File: config.mk
export PLATFORM = sky130hd
export DESIGN_NAME = guard_timer
export DESIGN_NICKNAME = d
export VERILOG_FILES = /design/src/rtl/gtmr_pkg.sv /design/src/rtl/gtmr_prescale.sv /design/src/rtl/gtmr_unlock.sv /design/src/rtl/gtmr_counter.sv /design/src/rtl/guard_timer.sv
export SDC_FILE = /design/constraint.sdc
export NUM_CORES = 1
export LEC_CHECK = 0
export ABC_AREA = 1
export BUFFER_PORTS_ARGS = -buffer_cell sky130_fd_sc_hd__buf_2
export CORE_ASPECT_RATIO = 2
export CORE_MARGIN = 2
export CORE_UTILIZATION = 42
export CTS_CLUSTER_SIZE = 10
export DETAILED_ROUTE_END_ITERATION = 6
export GPL_ROUTABILITY_DRIVEN = 0
export SLEW_MARGIN = 20
export SYNTH_ARGS = -nofsm -noshare
export SYNTH_HDL_FRONTEND = slang
export SYNTH_SLANG_ARGS = --single-unit
File: constraint.sdc
create_clock -name clk -period 4.45 [get_ports clk]
set_clock_uncertainty 0.05 [all_clocks]
set_input_delay 0 -clock clk [delete_from_list [all_inputs] [get_ports clk]]
set_output_delay 0 -clock clk [all_outputs]
set_load 0.01 [all_outputs]
File: src/rtl/gtmr_pkg.sv
`timescale 1ns/1ps
package gtmr_pkg;

    localparam int unsigned DW = 32;

    // register byte offsets
    localparam int unsigned OFF_LOAD = 'h20;
    localparam int unsigned OFF_CNT  = 'h24;
    localparam int unsigned OFF_CTL  = 'h28;
    localparam int unsigned OFF_IST  = 'h2C;
    localparam int unsigned OFF_RST  = 'h30;
    localparam int unsigned OFF_DIS  = 'h34;

    // control field positions
    localparam int unsigned CTL_EN  = 0;
    localparam int unsigned CTL_RL  = 1;
    localparam int unsigned CTL_IE  = 2;
    localparam int unsigned CTL_WD  = 3;
    localparam int unsigned PSC_LSB = 8;

    localparam logic [DW-1:0] KEY_FIRST  = 32'h1234_5678;
    localparam logic [DW-1:0] KEY_SECOND = 32'h8765_4321;

    typedef struct packed {
        logic wd;
        logic ie;
        logic rl;
        logic en;
    } ctl_flags_t;

endpackage

File: src/rtl/gtmr_prescale.sv
`timescale 1ns/1ps
module gtmr_prescale #(
    parameter int unsigned PW = 8
) (
    input  logic          clk,
    input  logic          rst_n,
    input  logic          run,
    input  logic [PW-1:0] div,
    output logic          tick
);
    logic [PW-1:0] cnt_d, cnt_q;

    always_comb begin
        tick  = run && (cnt_q >= div);
        cnt_d = cnt_q;
        if (!run || tick) begin
            cnt_d = '0;
        end else begin
            cnt_d = cnt_q + PW'(1);
        end
    end

    always_ff @(posedge clk or negedge rst_n) begin
        if (!rst_n) cnt_q <= '0;
        else        cnt_q <= cnt_d;
    end
endmodule

File: src/rtl/gtmr_unlock.sv
`timescale 1ns/1ps
module gtmr_unlock
    import gtmr_pkg::*;
(
    input  logic          clk,
    input  logic          rst_n,
    input  logic          wr,
    input  logic          hit_dis,
    input  logic [DW-1:0] wdata,
    output logic          unlock
);
    logic armed_d, armed_q;

    always_comb begin
        armed_d = armed_q;
        if (wr) begin
            // any write re-decides; only the first key arms
            armed_d = hit_dis && (wdata == KEY_FIRST);
        end
        unlock = wr && hit_dis && armed_q && (wdata == KEY_SECOND);
    end

    always_ff @(posedge clk or negedge rst_n) begin
        if (!rst_n) armed_q <= 1'b0;
        else        armed_q <= armed_d;
    end
endmodule

File: src/rtl/gtmr_counter.sv
`timescale 1ns/1ps
module gtmr_counter
    import gtmr_pkg::*;
(
    input  logic          clk,
    input  logic          rst_n,
    input  logic          tick,
    input  logic          reload_en,
    input  logic          ld_wr,
    input  logic [DW-1:0] ld_val,
    output logic [DW-1:0] count,
    output logic [DW-1:0] load,
    output logic          expire
);
    typedef struct packed {
        logic [DW-1:0] load;
        logic [DW-1:0] count;
    } cnt_state_t;

    cnt_state_t s_d, s_q;

    always_comb begin
        s_d    = s_q;
        expire = tick && !ld_wr && (s_q.count == DW'(1));
        if (ld_wr) begin
            s_d.load  = ld_val;
            s_d.count = ld_val;
        end else if (tick && (s_q.count != '0)) begin
            if (expire) s_d.count = reload_en ? s_q.load : '0;
            else        s_d.count = s_q.count - DW'(1);
        end
    end

    always_ff @(posedge clk or negedge rst_n) begin
        if (!rst_n) s_q <= '0;
        else        s_q <= s_d;
    end

    assign count = s_q.count;
    assign load  = s_q.load;
endmodule

File: src/rtl/guard_timer.sv
`timescale 1ns/1ps
module guard_timer
    import gtmr_pkg::*;
#(
    parameter int unsigned ADDR_W  = 8,
    parameter int unsigned PRESC_W = 8
) (
    input  logic              clk,
    input  logic              rst_n,
    input  logic              bus_we,
    input  logic [ADDR_W-1:0] bus_addr,
    input  logic [DW-1:0]     bus_wdata,
    output logic [DW-1:0]     bus_rdata,
    output logic              irq,
    output logic              rst_req
);
    localparam logic [ADDR_W-1:0] A_LOAD = ADDR_W'(OFF_LOAD);
    localparam logic [ADDR_W-1:0] A_CNT  = ADDR_W'(OFF_CNT);
    localparam logic [ADDR_W-1:0] A_CTL  = ADDR_W'(OFF_CTL);
    localparam logic [ADDR_W-1:0] A_IST  = ADDR_W'(OFF_IST);
    localparam logic [ADDR_W-1:0] A_RST  = ADDR_W'(OFF_RST);
    localparam logic [ADDR_W-1:0] A_DIS  = ADDR_W'(OFF_DIS);

    typedef struct packed {
        ctl_flags_t         flags;
        logic [PRESC_W-1:0] psc;
        logic               evt;
        logic               rsent;
        logic               rst_pulse;
    } top_state_t;

    top_state_t s_d, s_q;

    logic          tick, unlock, expire, ld_wr;
    logic [DW-1:0] count, load;
    logic          wd_mode, ie_on, evt_flag, rsent_flag, reload_en;

    assign ld_wr = bus_we && (bus_addr == A_LOAD);

    gtmr_prescale #(.PW(PRESC_W)) u_psc (
        .clk  (clk),
        .rst_n(rst_n),
        .run  (s_q.flags.en),
        .div  (s_q.psc),
        .tick (tick)
    );

    gtmr_unlock u_unl (
        .clk    (clk),
        .rst_n  (rst_n),
        .wr     (bus_we),
        .hit_dis(bus_addr == A_DIS),
        .wdata  (bus_wdata),
        .unlock (unlock)
    );

    gtmr_counter u_cnt (
        .clk      (clk),
        .rst_n    (rst_n),
        .tick     (tick),
        .reload_en(s_q.flags.rl),
        .ld_wr    (ld_wr),
        .ld_val   (bus_wdata),
        .count    (count),
        .load     (load),
        .expire   (expire)
    );

    always_comb begin
        s_d           = s_q;
        s_d.rst_pulse = 1'b0;
        if (bus_we && (bus_addr == A_CTL)) begin
            s_d.flags.en = bus_wdata[CTL_EN];
            s_d.flags.rl = bus_wdata[CTL_RL];
            s_d.flags.ie = bus_wdata[CTL_IE];
            s_d.flags.wd = s_q.flags.wd | bus_wdata[CTL_WD];
            s_d.psc      = bus_wdata[PSC_LSB +: PRESC_W];
        end
        if (unlock) s_d.flags.wd = 1'b0;
        if (bus_we && (bus_addr == A_IST) && bus_wdata[0]) s_d.evt   = 1'b0;
        if (bus_we && (bus_addr == A_RST) && bus_wdata[0]) s_d.rsent = 1'b0;
        if (expire) begin
            if (s_q.flags.wd) begin
                s_d.rsent     = 1'b1;
                s_d.rst_pulse = 1'b1;
            end else begin
                s_d.evt = 1'b1;
            end
        end
    end

    always_ff @(posedge clk or negedge rst_n) begin
        if (!rst_n) s_q <= '0;
        else        s_q <= s_d;
    end

    always_comb begin
        bus_rdata = '0;
        case (bus_addr)
            A_LOAD: bus_rdata = load;
            A_CNT:  bus_rdata = count;
            A_CTL: begin
                bus_rdata[CTL_EN] = s_q.flags.en;
                bus_rdata[CTL_RL] = s_q.flags.rl;
                bus_rdata[CTL_IE] = s_q.flags.ie;
                bus_rdata[CTL_WD] = s_q.flags.wd;
                bus_rdata[PSC_LSB +: PRESC_W] = s_q.psc;
            end
            A_IST:  bus_rdata[0] = s_q.evt;
            A_RST:  bus_rdata[0] = s_q.rsent;
            default: bus_rdata = '0;
        endcase
    end

    assign irq        = s_q.evt & s_q.flags.ie;
    assign rst_req    = s_q.rst_pulse;
    assign wd_mode    = s_q.flags.wd;
    assign ie_on      = s_q.flags.ie;
    assign evt_flag   = s_q.evt;
    assign rsent_flag = s_q.rsent;
    assign reload_en  = s_q.flags.rl;
endmodule

* Word-level counts from Yosys, hierarchy flattened *
Cells that the tools add are included.
W data, S select, Z words.

operators by class
  add/sub/neg operators = 2
  $lt $le $gt $ge = 1
  equality and inequality tests = 9
  muxes and demuxes = 17
  bitwise logic cells = 2
  reductions and logical operators = 20

operator list
  operator                 count
  $mux W32                 4
  $eq A8 B6 Y1 const B     6
  $eq A32 B1 Y1 const B    1
  $eq A32 B29 Y1 const B   1
  $eq A32 B32 Y1 const B   1
  $pmux W16 S2             1
  $reduce_bool A32 Y1      1
  $sub A32 B1 Y32 const B  1
  $pmux W8 S3              1
  $logic_and A1 B1 Y1      14
  $mux W12                 1
  $pmux W3 S3              1
  $add A8 B1 Y8 const B    1
  $ge A8 B8 Y1             1
  $mux W8                  1
  $pmux W4 S2              1
  $pmux W1 S5              1
  $mux W1                  4
  $reduce_bool A2 Y1       2
  $mux W3                  1
  $logic_not A1 Y1         2
  $mux W2                  1
  $and A1 B1 Y1            1
  $logic_or A1 B1 Y1       1
  $or A1 B1 Y1             1

word-level totals
  register bits = 88
  input port bits = 43
  output and inout bits = 34
  word-level logic and storage cells = 63

* Depth between registers and ports, before layout *
  depth in word-level cells = 8
  gate-level depth with buffers = 16

* Cells and area by module *
A second synthesis with hierarchy kept.

second synthesis, totals
  cells, all modules = 951
  area total of the unflattened synthesis = 6,238.5 um2

by module, submodules not included
  module         times used  cells each  area each (um2)  sequential area each (um2)
  gtmr_counter   1           600         3,941.3          1,601.5
  guard_timer    1           216         1,415.1          375.4
  gtmr_prescale  1           73          599.3            200.2
  gtmr_unlock    1           62          282.8            25.0

* Worst setup path before layout *
OpenSTA, ideal clock, no wires.

  path type = register to register
  start point = register u_psc.cnt_q[5]
  end point = register u_cnt.s_q (netlist bit u_cnt.count[12])
  arrival = 1.790 ns
  required time = 4.279 ns
  path slack = 2.489 ns
  cell stages (with the launch flop) = 12
  buffers on the path = 2
  path through = dfrtp_1 > ha_1 > a21oi_1 > nor2_1 > nor2_1 > nand3_2 > nand2_1 > nor2_1 > buf_4 > buf_6 > o211ai_2 > nand2_2

on the way
  longest elaborated chain between the ends = 7
  elaborated cells between the ends (all ways) = 9
  those cells by class = order compare: 1; mux: 3; reduce/logical: 5

RTL lines
  what                              RTL line             RTL
  start: declaration                gtmr_prescale.sv:11  logic [PW-1:0] cnt_d, cnt_q;
  start signal: assignment          gtmr_prescale.sv:25  else cnt_q <= cnt_d;
  $ge A8 B8 Y1 (*)                  gtmr_prescale.sv:14  tick = run && (cnt_q >= div);
  $logic_and A1 B1 Y1 (*)           gtmr_prescale.sv:14
  $logic_and A1 B1 Y1 (2 in a row)  gtmr_counter.sv:24   expire = tick && !ld_wr && (s_q.count == DW'(1));
  $mux W32                          gtmr_counter.sv:29   if (expire) s_d.count = reload_en ? s_q.load : '0;
  $mux W32                          gtmr_counter.sv:28   end else if (tick && (s_q.count != '0)) begin
  $mux W32                          gtmr_counter.sv:25   if (ld_wr) begin
  end signal: assignment            gtmr_counter.sv:35   if (!rst_n) s_q <= '0;
  end signal: assignment            gtmr_counter.sv:36   else s_q <= s_d;
  end: declaration                  gtmr_counter.sv:20   cnt_state_t s_d, s_q;

Every way passes the cells marked *; elsewhere a longest branch is shown, timed or not. The select of a mux whose other input is x is not followed.
A chain may end at the register's enable or synchronous reset.

* Worst setup path in the final report *
  start point = register u_psc.cnt_q[7]
  end point = register u_cnt.s_q (netlist bit u_cnt.count[30])

The elaborated chain is that of the path after synthesis.

==> results.rst <==
.. list-table::
   :header-rows: 1

   * - Metric
     - Value
   * - Most frequently used flop master after synthesis
     - sky130_fd_sc_hd__dfrtp_1
   * - Fraction of synthesis flops using an asynchronous set or reset pin
     - 100%
   * - Worst setup path class
     - reg2reg
   * - Worst Setup Slack, final
     - 1.57 ns
   * - Port buffer count
     - 76
   * - Top achievable clock speed
     - 347 MHz
   * - Unrepaired setup endpoints after global routing
     - no
   * - Clock Latency Late Sink
     - 0.36 ns
   * - Max cap viols
     - 0
   * - Global-route wire length before repair
     - 30.7 mm
   * - Minimum clock period after layout
     - 2.88 ns
   * - CP startpoint kind
     - register
   * - IR Drop Worst-Case VDD
     - 0.209 mV
   * - Number of clock buffers inserted by TritonCTS
     - 9
   * - Final-report max-slew violation count
     - 0
   * - Result of the run
     - completed
   * - DR WL/cell
     - 17.5 um
   * - Commonest non-fill, non-tap cells in the layout
     - sky130_fd_sc_hd__nand2_1 (150), sky130_fd_sc_hd__inv_1 (127), sky130_fd_sc_hd__dfrtp_1 (88)
   * - Largest net degree at the start of global routing
     - 65
   * - Number of enable-type register cells in the synthesized netlist
     - 0
   * - Clock-pin transition on the worst setup and hold timing paths
     - 0.07 ns
   * - Die boundary height
     - 174 um
   * - Count of TritonRoute iterations in the first routing pass
     - 5
   * - Area inside the core boundary
     - 14300 um^2
   * - Post-Syn Area
     - 6080 um^2
   * - Syn-to-layout area delta
     - 17.6%
   * - Io pins
     - 77
   * - Remaining global-route overflow
     - 0
   * - Net Count, Synth
     - 870
   * - DRC
     - 0
   * - Measured slew at the worst slew-check pin
     - 1.07 ns
   * - WHS Endpoint
     - u_unl.armed_q$_DFFE_PN0P_
   * - Starting density of the core
     - 42.6%
   * - Req. time, crit path
     - 4.69 ns
   * - Fraction of layout instances using a drive strength above 1
     - 20.0%
   * - Initial antenna violation count
     - 0
   * - Reg2reg end
     - u_cnt.count[30]$_DFFE_PN0P_
   * - Overall via count from detail_route
     - 5778
   * - Level count of the clock H-tree
     - 3
   * - Clock buffer depth
     - 2
   * - Die extent in x
     - 89.1 um
   * - Hold crit path type
     - in2reg
   * - Worst hold path startpoint
     - bus_addr[4]
   * - Diode insertion count for antenna repair
     - 0
   * - Worst hold path depth
     - 5
   * - Wire length reported by the detailed router
     - 19.4 mm
   * - Post_cts resized
     - 0
   * - Power per unit of standard cell area
     - 275 nW/um^2
   * - Placement row count
     - 62
   * - Cell total after placement
     - 1056
   * - Count of synthesis-stage warnings from yosys
     - 0
   * - Final cycle utilization of the critical path
     - 64.7%
   * - Clock tree from TritonCTS
     - built
   * - Total number of nets in the final design
     - 964
   * - Overall routing resource usage
     - 26.3%
   * - TritonCTS Sinks
     - 88
   * - Setup TNS
     - 0 ns
   * - Fraction of the yosys area taken by sequential cells
     - 36.2%
   * - Count of distinct cell types in the synthesized netlist
     - 37
   * - Setup WS pre-CTS
     - 1.56 ns
   * - Count of final setup violators
     - 0
   * - Starting DRC count in detailed routing
     - 398
   * - Clock Root Buffer
     - sky130_fd_sc_hd__clkbuf_16
   * - FILL cells
     - 1523
   * - Worst-case register-to-register setup slack
     - 1.57 ns
   * - Flip-flop and latch count after synthesis
     - 88
   * - Worst flop-to-flop path startpoint
     - u_psc.cnt_q[7]$_DFF_PN0_
   * - Syn_area_per_cell
     - 7.46 um^2
   * - Vias per Instance
     - 5.22
   * - Post-DRT Antenna Nets
     - 0
   * - Storage element area
     - 2200 um^2
   * - Design Area, Final
     - 7150 um^2
   * - Leading cell type in the layout, fill and taps excluded
     - sky130_fd_sc_hd__nand2_1
   * - Endpoint type of the worst setup path
     - register
   * - Detailed-placement wirelength estimate
     - 14.5 mm
   * - Die Footprint
     - 15500 um^2
   * - Critical-path maximum fanout
     - 15
   * - Relative max-transition margin
     - 28.7%
   * - Count of final hold-check violations
     - 0
   * - Number of standard cells after synthesis
     - 815
   * - Worst EP arrival
     - 3.12 ns
   * - R2R depth
     - 12
   * - Cell area after placement
     - 6510 um^2
   * - Combined area of the multi-input logic cells
     - 3140 um^2
   * - Leakage power
     - 3.48 nW
   * - Number of global-route vias before repair
     - 5882
   * - Final non-filler cell total
     - 1106
cells by family after synthesis:
| group | after synthesis | share of synthesized area (%) |
|---|---|---|
| AND/OR/NAND/NOR | 358 | 28.2 |
| buffers and inverters | 167 | 12.2 |
| AO/OA/AOI/OAI | 161 | 16.7 |
| flip-flops | 88 | 36.2 |
| XOR/XNOR | 28 | 4.03 |
| adder cells (fa/ha/maj) | 12 | 2.47 |
| multiplexers | 1 | 0.185 |
power by group:
group,switching [mW],internal (mW),leakage (nW)
Sequential,0.0357,0.850,0.965
Combinational,0.183,0.101,2.37
Clock,0.356,0.440,0.142
Total,0.575,1.39,3.48
synthesized netlist by cell type (7+ instances only):
| master | count | area, um^2 |
|---|---|---|
| sky130_fd_sc_hd__xor2_1 | 28 | 245 |
| sky130_fd_sc_hd__nand3_1 | 38 | 190 |
| sky130_fd_sc_hd__o211ai_2 | 18 | 225 |
| sky130_fd_sc_hd__nor3_1 | 10 | 50.1 |
| sky130_fd_sc_hd__nand2_1 | 150 | 563 |
| sky130_fd_sc_hd__nand4_1 | 13 | 81.3 |
| sky130_fd_sc_hd__a21oi_1 | 7 | 35.0 |
| sky130_fd_sc_hd__o21ai_0 | 60 | 300 |
| sky130_fd_sc_hd__nor2_2 | 9 | 56.3 |
| sky130_fd_sc_hd__nand2_2 | 25 | 156 |
| sky130_fd_sc_hd__inv_2 | 8 | 30.0 |
| sky130_fd_sc_hd__clkbuf_1 | 13 | 48.8 |
| sky130_fd_sc_hd__o22ai_1 | 22 | 138 |
| sky130_fd_sc_hd__ha_1 | 12 | 150 |
| sky130_fd_sc_hd__o21ai_1 | 40 | 200 |
| sky130_fd_sc_hd__dfrtp_1 | 88 | 2200 |
| sky130_fd_sc_hd__o221ai_1 | 11 | 96.3 |
| sky130_fd_sc_hd__inv_1 | 127 | 477 |
| sky130_fd_sc_hd__nand3_2 | 19 | 190 |
| sky130_fd_sc_hd__nor2_1 | 80 | 300 |
worst max-delay path, cell delays in order (launching register included):
cell,delay (ns)
sky130_fd_sc_hd__dfrtp_1,0.39
sky130_fd_sc_hd__ha_1,0.30
sky130_fd_sc_hd__nand2_1,0.08
sky130_fd_sc_hd__nor2_1,0.19
sky130_fd_sc_hd__nand4_1,0.16
sky130_fd_sc_hd__nand3_2,0.17
sky130_fd_sc_hd__nand2_1,0.12
sky130_fd_sc_hd__nor2_2,0.59
sky130_fd_sc_hd__buf_4,0.36
sky130_fd_sc_hd__inv_2,0.13
sky130_fd_sc_hd__nand2_1,0.11
sky130_fd_sc_hd__nand3_2,0.07
sky130_fd_sc_hd__nand3_2,0.09
state kept, by name (all words and copies together), names as in the netlist:
signal         cells
u_unl.armed_q      1
rsent_flag         1
u_cnt.count       32
wd_mode            1
rst_req            1
reload_en          1
evt_flag           1
u_psc.cnt_q        8
s_q                9
u_cnt.load        32
ie_on              1
worst max path at each step:
| stage | start | to | slack [ns] |
|---|---|---|---|
| 6_report | u_psc.cnt_q[7]$_DFF_PN0_ | u_cnt.count[30]$_DFFE_PN0P_ | 1.57 |
| 2_1_floorplan | u_psc.cnt_q[5]$_DFF_PN0_ | u_cnt.count[12]$_DFFE_PN0P_ | 2.49 |
| 5_1_grt | u_psc.cnt_q[7]$_DFF_PN0_ | u_cnt.count[30]$_DFFE_PN0P_ | 1.38 |
| 3_5_place_dp | u_psc.cnt_q[7]$_DFF_PN0_ | u_cnt.count[30]$_DFFE_PN0P_ | 1.56 |
| 3_3_place_gp | u_psc.cnt_q[7]$_DFF_PN0_ | u_cnt.count[30]$_DFFE_PN0P_ | 1.65 |
| 4_1_cts | u_psc.cnt_q[7]$_DFF_PN0_ | u_cnt.count[30]$_DFFE_PN0P_ | 1.55 |
routing by layer:
layer	routed length, um	global-route usage, %
met1	7050	27.5
met2	10700	48.0
met3	566	3.61
met4	1060	14.6
met5	0	0
what timing repair did:
item / 4_1_cts / 5_1_grt
buffers inserted: 0 / 0
endpoints found under the hold margin: 116 / 0
hold buffers: 34 / 0
metrics by stage:
| stage | util (%) | power, mW | hold WS, ns |
|---|---|---|---|
| 2_1_floorplan | - | 1.05 | -0.346 |
| 3_3_place_gp | 45.6 | 1.16 | -0.0251 |
| 3_5_place_dp | 45.6 | 1.16 | -0.0287 |
| 4_1_cts | 50.1 | 1.98 | 0.0352 |
| 5_1_grt | 50.1 | 2.06 | 0.103 |
| 6_report | 50.1 | 1.97 | 0.0387 |
cell type report:
| cell class | instances | share of cell area (%) |
|---|---|---|
| Inverter | 136 | 7.14 |
| Clock buffer | 9 | 3.15 |
| Tap cell | 192 | 3.36 |
| Sequential cell | 88 | 30.8 |
| Clock inverter | 7 | 1.12 |
| Timing Repair Buffer | 114 | 10.5 |
| Multi-Input combinational cell | 560 | 43.9 |
(Power assumes the default switching activity.)
